File: src/rtl/bwl_pkg.sv
package bwl_pkg;
    typedef enum logic [2:0] {
        ST_RUN,
        ST_STOPPED,
        ST_STARTUP,
        ST_WAKE_WAIT,
        ST_LB_WAIT
    } bwl_state_e;
endpackage

File: src/rtl/bwl_sync.sv
module bwl_sync #(
    parameter int STAGES = 2
) (
    input  logic clk,
    input  logic rst_n,
    input  logic din,
    output logic dout,
    output logic rise
);
    logic [STAGES:0] chain;

    always_ff @(posedge clk or negedge rst_n) begin
        if (!rst_n) chain <= '0;
        else        chain <= {chain[STAGES-1:0], din};
    end

    assign dout = chain[STAGES-1];
    assign rise = chain[STAGES-1] & ~chain[STAGES];
endmodule

File: src/rtl/bwl_idle_det.sv
module bwl_idle_det #(
    parameter int IDLE_CYCLES = 16
) (
    input  logic clk,
    input  logic rst_n,
    input  logic rx,
    input  logic restart,
    output logic bus_idle
);
    localparam int CW = $clog2(IDLE_CYCLES + 1);
    localparam logic [CW-1:0] IDLE_MAX = CW'(IDLE_CYCLES);

    logic [CW-1:0] quiet_cnt;

    always_ff @(posedge clk or negedge rst_n) begin
        if (!rst_n)                 quiet_cnt <= '0;
        else if (restart || rx)     quiet_cnt <= '0;
        else if (quiet_cnt != IDLE_MAX) quiet_cnt <= quiet_cnt + 1'b1;
    end

    assign bus_idle = (quiet_cnt == IDLE_MAX);

    AST_ACTIVE_CLEARS_IDLE: assert property (@(posedge clk) disable iff (!rst_n)
        (rx || restart) |=> !bus_idle);
endmodule

File: src/rtl/bwl_fsm.sv
module bwl_fsm
    import bwl_pkg::*;
#(
    parameter int STARTUP_CYCLES = 32
) (
    input  logic clk,
    input  logic rst_n,
    input  logic wcm_arm,
    input  logic stop_req,
    input  logic tx_active,
    input  logic lb_any,
    input  logic rx_rise,
    input  logic bus_idle,
    output logic idle_restart,
    output logic wake_irq,
    output logic stop_refused,
    output logic clk_en,
    output logic tx_hold,
    output logic discard
);
    localparam int SW = $clog2(STARTUP_CYCLES + 1);
    localparam logic [SW-1:0] SU_LAST = SW'(STARTUP_CYCLES - 1);

    bwl_state_e state, state_nx;
    logic [SW-1:0] su_cnt;
    logic lb_prev;
    logic stop_ok, stop_bad;

    assign stop_ok  = stop_req && wcm_arm && !tx_active;
    assign stop_bad = stop_req && wcm_arm && tx_active;

    always_comb begin
        state_nx     = state;
        idle_restart = 1'b0;
        unique case (state)
            ST_RUN: begin
                if ((state == ST_RUN) && stop_ok) begin
                    state_nx = ST_STOPPED;
                end else if (lb_prev && !lb_any) begin
                    state_nx     = ST_LB_WAIT;
                    idle_restart = 1'b1;
                end
            end
            ST_STOPPED:   if (rx_rise) state_nx = ST_STARTUP;
            ST_STARTUP: begin
                if (su_cnt == SU_LAST) begin
                    state_nx     = ST_WAKE_WAIT;
                    idle_restart = 1'b1;
                end
            end
            ST_WAKE_WAIT: if (bus_idle) state_nx = ST_RUN;
            ST_LB_WAIT:   if (bus_idle) state_nx = ST_RUN;
            default:      state_nx = ST_RUN;
        endcase
    end

    always_ff @(posedge clk or negedge rst_n) begin
        if (!rst_n) state <= ST_RUN;
        else        state <= state_nx;
    end

    always_ff @(posedge clk or negedge rst_n) begin
        if (!rst_n) begin
            su_cnt       <= '0;
            lb_prev      <= 1'b0;
            wake_irq     <= 1'b0;
            stop_refused <= 1'b0;
        end else begin
            su_cnt   <= (state == ST_STARTUP) ? su_cnt + 1'b1 : '0;
            lb_prev  <= lb_any;
            wake_irq <= (state == ST_STOPPED) && rx_rise;
            if (state == ST_RUN && stop_ok)       stop_refused <= 1'b0;
            else if (state == ST_RUN && stop_bad) stop_refused <= 1'b1;
        end
    end

    always_comb begin
        clk_en  = 1'b1;
        tx_hold = 1'b0;
        discard = 1'b0;
        unique case (state)
            ST_RUN:       begin clk_en = 1'b1; tx_hold = 1'b0; discard = 1'b0; end
            ST_STOPPED:   begin clk_en = 1'b0; tx_hold = 1'b1; discard = 1'b1; end
            ST_STARTUP:   begin clk_en = 1'b0; tx_hold = 1'b1; discard = 1'b1; end
            ST_WAKE_WAIT: begin clk_en = 1'b1; tx_hold = 1'b1; discard = 1'b1; end
            ST_LB_WAIT:   begin clk_en = 1'b1; tx_hold = 1'b1; discard = 1'b0; end
            default:      begin clk_en = 1'b1; tx_hold = 1'b0; discard = 1'b0; end
        endcase
    end

    AST_REFUSED_STAYS_AWAKE: assert property (@(posedge clk) disable iff (!rst_n)
        (state == ST_RUN && stop_req && tx_active) |=> (state != ST_STOPPED));
    AST_STOP_HOLDS: assert property (@(posedge clk) disable iff (!rst_n)
        (state == ST_STOPPED && !rx_rise) |=> (state == ST_STOPPED));
    AST_WAKE_IN_STARTUP: assert property (@(posedge clk) disable iff (!rst_n)
        wake_irq |-> (state == ST_STARTUP));
    AST_WAIT_NEEDS_IDLE: assert property (@(posedge clk) disable iff (!rst_n)
        ((state == ST_LB_WAIT || state == ST_WAKE_WAIT) && !bus_idle) |=> (state != ST_RUN));
endmodule

File: src/rtl/bus_wake_lpbk.sv
module bus_wake_lpbk #(
    parameter int IDLE_CYCLES    = 16,
    parameter int STARTUP_CYCLES = 32,
    parameter int SYNC_STAGES    = 2
) (
    input  logic clk,
    input  logic rst_n,
    input  logic wcm_arm,
    input  logic stop_req,
    input  logic tx_active,
    input  logic dig_lpbk,
    input  logic ana_lpbk,
    input  logic link_txd,
    output logic link_rxd,
    output logic pin_txd,
    input  logic pin_rxd,
    output logic link_clk_en,
    output logic wake_irq,
    output logic rx_discard,
    output logic tx_hold,
    output logic stop_refused
);
    logic rx_s, rx_rise, bus_idle, idle_restart, eff_rx;

    bwl_sync #(.STAGES(SYNC_STAGES)) u_sync (
        .clk(clk), .rst_n(rst_n), .din(pin_rxd), .dout(rx_s), .rise(rx_rise)
    );

    bwl_idle_det #(.IDLE_CYCLES(IDLE_CYCLES)) u_idle (
        .clk(clk), .rst_n(rst_n), .rx(rx_s), .restart(idle_restart), .bus_idle(bus_idle)
    );

    bwl_fsm #(.STARTUP_CYCLES(STARTUP_CYCLES)) u_fsm (
        .clk(clk), .rst_n(rst_n), .wcm_arm(wcm_arm), .stop_req(stop_req),
        .tx_active(tx_active), .lb_any(dig_lpbk | ana_lpbk), .rx_rise(rx_rise),
        .bus_idle(bus_idle), .idle_restart(idle_restart), .wake_irq(wake_irq),
        .stop_refused(stop_refused), .clk_en(link_clk_en), .tx_hold(tx_hold),
        .discard(rx_discard)
    );

    // Digital loopback: internal return path, pin held passive.
    assign eff_rx   = dig_lpbk ? link_txd : rx_s;
    assign pin_txd  = dig_lpbk ? 1'b0 : link_txd;
    assign link_rxd = rx_discard ? 1'b0 : eff_rx;

    AST_CLK_OFF_NEEDS_ARM: assert property (@(posedge clk) disable iff (!rst_n)
        $fell(link_clk_en) |-> $past(wcm_arm && stop_req && !tx_active));
    AST_DISCARD_QUIETS_RX: assert property (@(posedge clk) disable iff (!rst_n)
        $rose(wake_irq) |-> (rx_discard && !link_rxd));
endmodule

File: config.mk
export PLATFORM = sky130hd
export DESIGN_NAME = bus_wake_lpbk
export DESIGN_NICKNAME = d
export VERILOG_FILES = /design/src/rtl/bwl_pkg.sv /design/src/rtl/bwl_sync.sv /design/src/rtl/bwl_idle_det.sv /design/src/rtl/bwl_fsm.sv /design/src/rtl/bus_wake_lpbk.sv
export SDC_FILE = /design/constraint.sdc
export NUM_CORES = 1
export LEC_CHECK = 0
export ABC_AREA = 1
export BUFFER_PORTS_ARGS = -buffer_cell sky130_fd_sc_hd__clkbuf_2
export CAP_MARGIN = 0
export CORE_UTILIZATION = 40
export CTS_CLUSTER_SIZE = 14
export DETAILED_ROUTE_END_ITERATION = 6
export GPL_TIMING_DRIVEN = 0
export PLACE_DENSITY = 0.58
export SETUP_SLACK_MARGIN = 0.5
export SYNTH_ARGS = -nofsm -noshare
export SYNTH_HDL_FRONTEND = slang
export SYNTH_HIERARCHICAL = 1
export SYNTH_SLANG_ARGS = --single-unit
File: constraint.sdc
create_clock -name clk -period 3.25 [get_ports clk]
set_clock_uncertainty 0.15 [all_clocks]
set_input_delay 0.4875 -clock clk [delete_from_list [all_inputs] [get_ports clk]]
set_output_delay 0.4875 -clock clk [all_outputs]
set_load 0.02 [all_outputs]
==> results by group <==
Critical path
  • Worst path cell trace: nor3_2, inv_2, nand2_2, inv_2, nand3_1, clkbuf_2
  • CP max-delay cell: dfrtp_1
  • CP Data Required Time: about 2.6 ns
  • Worst path most repeated cell: inv_2
  • Worst Setup End Kind: primary output
  • Data arrival, critical path: ~1.6 ns
  • Crit path buf inv count: 3
  • CP max stage delay: roughly 0.46 ns
  • Kind of critical path: reg -> out
  • Critical path fanouts, max: 6
  • CP Launch Type: flip-flop
  • Delay-heaviest family, CP: simple AND/OR/NAND/NOR gates

CTS
  • CTS tree: built
  • # H-tree levels: 1
  • Clk_lat worst skew: ~0.31 ns
  • Reg clk slew, reported paths: between 0.1 and 0.15 ns
  • Post-CTS setup buffer count: 0
  • Total clock sinks: 20
  • CTS root buf: clkbuf_4
  • Max clock buf depth: 2
  • Inserted Clock Buffers: 3

GRT
  • Initial antenna violation count: 0
  • Busiest metal layer after global routing: met2
  • Grt total ovfl: 0
  • Vias in the first global route: approximately 670
  • Met1 usage: between 15 and 20%
  • Pin count of the biggest net entering global routing: 21
  • Grt met3 use: around 2.6%
  • Met2 usage: a little under a quarter
  • Global Route Usage Sum: 14.8%
  • First-pass GRT wire length: around 2.9 mm

Synth
  • Yosys reg bits: 20
  • Syn. warnings: 6
  • Synthesized area: 1030 µm²
  • Syn_area_per_cell: 7.84 µm²
  • Netlist cell types: 20
  • Share of the yosys chip area belonging to registers: 48.4%
  • Syn Inst Count: approximately 130
  • Net count after synthesis: 144

Timing
  • Tcrit/Tclk final: between 60% and 70%
  • RSZ-0062 raised after global routing: no
  • Fmax: about 440 MHz
  • Final setup viols: 0
  • Slew Viols, Final: 0
  • Setup TNS: 0 ns
  • Final Hold Fails: 0
  • Crit path time final: 2.27 ns
  • Worst hold slack: around 0.14 ns
  • Rel. slew slack: 66.0%
  • Slew @ Worst Pin: between 0.5 and 0.6 ns

Final layout
  • Finished Layout Cells: around 180
  • Fillers: about 250
  • ANT cells: 0
  • Layout cells sized above 1: between 20% and 30%
  • Post-Layout Inst Area: about 1200 µm²
  • Layout Nets: approximately 170
  • Area grow syn2layout: 16.9%

Placement
  • Quantity of I/O buffers inserted on ports: 15
  • Routability Congestion: just under 0.8
  • Placed cells: 177
  • Placed cell areas: 1150 µm²
  • DP HPWL: between 1 and 1.5 mm

Floorplan
  • I/O pin count: 16
  • Row Count: 18
  • Die Area: between 2000 and 3000 µm²
  • Initial Util: a little over two fifths
  • Die height: about 53 µm
  • CORE AREA: ~2500 µm²
  • Die W: approximately 53 µm

Routing
  • Antenna-violating nets left: 0
  • Vias/cell: about 4.7
  • DR WL/cell: 9.96 µm
  • Remaining DRCs: 0
  • Final wirelength: about 1.8 mm
  • Via count: 849
  • DRT Pass-1 Iters: 4
  • DR iter-0 viols: 13

Flow run
  • Max Cap Viol: 0

Power
  • Leakage power figure: roughly 0.64 nW
  • Pwr Total: ~810 µW
  • PwrDens: 671 nW/µm²
  • VDD IR max: about 390 µV

Worst hold path
  • HP Class: in -> reg

Outcome
  • Status: completed
[layer usage]
layer	routed length, µm	vias to the layer above
li1	-	452
met1	906	378
met2	806	15
met3	64	4
met4	35	0
met5	0	-
[cells in the final DEF, fill, tap and decap left out, drive strengths merged]
cell	instances
dlygate4sd3	1
nor3	2
inv	23
xnor2	1
or2	1
a21oi	3
xor2	1
nand3	10
nand4	2
nand2	34
nor2	24
clkbuf	18
o21ai	8
ha	3
bufinv	1
dfrtp	20
[final timing paths]
check / end / slack (ns) / start / cells after the start
setup / recovery: tx_hold / 0.98 / u_fsm/state[0] / 6
hold / removal: u_sync/chain[0] / 0.14 / pin_rxd / 1
setup reg to reg: u_idle/quiet_cnt[0] / 1.55 / u_fsm/state[0] / 6
hold reg to reg: u_sync/chain[1] / 0.20 / u_sync/chain[0] / 0
max in group asynchronous: u_fsm/su_cnt[2] / 2.08 / rst_n / 2
min in group asynchronous: u_fsm/su_cnt[3] / 0.52 / rst_n / 2
[worst register-to-register path, delay by kind of cell, from the launching register on]
kind	cells	cell delay [ns]
and+or+nand+nor	4	0.60
DFF	1	0.46
AOI/OAI and AO/OA	1	0.25
buffers and inverters	1	0.14
[area by class of cell]
class | count | area (µm²) | share of cell area (%)
well taps | 30 | 37.5 | 3.10
clock inverters | 1 | 30.0 | 2.48
flip-flops and latches | 20 | 500 | 41.4
clock buffers | 3 | 22.5 | 1.86
inverters | 23 | 86.3 | 7.14
repair buffers | 16 | 85.1 | 7.03
multi-input cells | 89 | 448 | 37.0
[stage by stage]
step	worst slack (ns)	utilization, %
2_1_floorplan	1.47	-
3_3_place_gp	1.33	46.7
3_5_place_dp	1.32	46.7
4_1_cts	0.948	49.3
5_1_grt	0.806	49.3
6_report	0.982	49.3
[kinds of logic after synthesis]
kind of cell | count (synthesis) | share of synthesized area (%)
AND/OR/NAND/NOR | 73 | 32.3
buffers and inverters | 23 | 8.34
flip-flops | 20 | 48.4
AO/OA/AOI/OAI | 11 | 5.68
adder cells (fa/ha/maj) | 3 | 3.63
XOR/XNOR | 2 | 1.69
[power breakdown]
part	internal, mW	total [mW]	switching [mW]
clock	0.125	0.206	0.0811
combinational	0.0959	0.286	0.190
sequential	0.283	0.320	0.0377
total	0.503	0.812	0.309
[registers in the layout, summed over array words and instances, names as in the netlist]
name,cells
u_fsm/lb_prev,1
u_fsm/state,3
u_fsm/stop_refused,1
u_fsm/su_cnt,6
u_fsm/wake_irq,1
u_idle/quiet_cnt,5
u_sync/chain,3
[synthesized netlist by cell type]
| cell | count | area [µm²] |
|---|---|---|
| dfrtp_1 | 20 | 500 |
| o21ai_2 | 1 | 8.76 |
| xnor2_1 | 1 | 8.76 |
| or2_1 | 1 | 6.26 |
| o21ai_1 | 5 | 25.0 |
| nand2_2 | 5 | 31.3 |
| ha_1 | 3 | 37.5 |
| o21ai_0 | 2 | 10.0 |
| nor2_2 | 2 | 12.5 |
| nand2_1 | 29 | 109 |
| inv_2 | 5 | 18.8 |
| nor2_1 | 20 | 75.1 |
| xor2_1 | 1 | 8.76 |
| inv_1 | 18 | 67.6 |
| nand3_1 | 10 | 50.1 |
| nor3_2 | 1 | 10.0 |
| a21oi_1 | 3 | 15.0 |
| nor2_4 | 2 | 22.5 |
| nand4_1 | 2 | 12.5 |
| nor3_1 | 1 | 5.00 |
[what timing repair did]
action / 4_1_cts / 5_1_grt
endpoints found under the hold margin: 20 / 0
resized for setup: 0 / 0
hold buffers: 1 / 0
No activity file was read; power rests on OpenSTA's default activity.
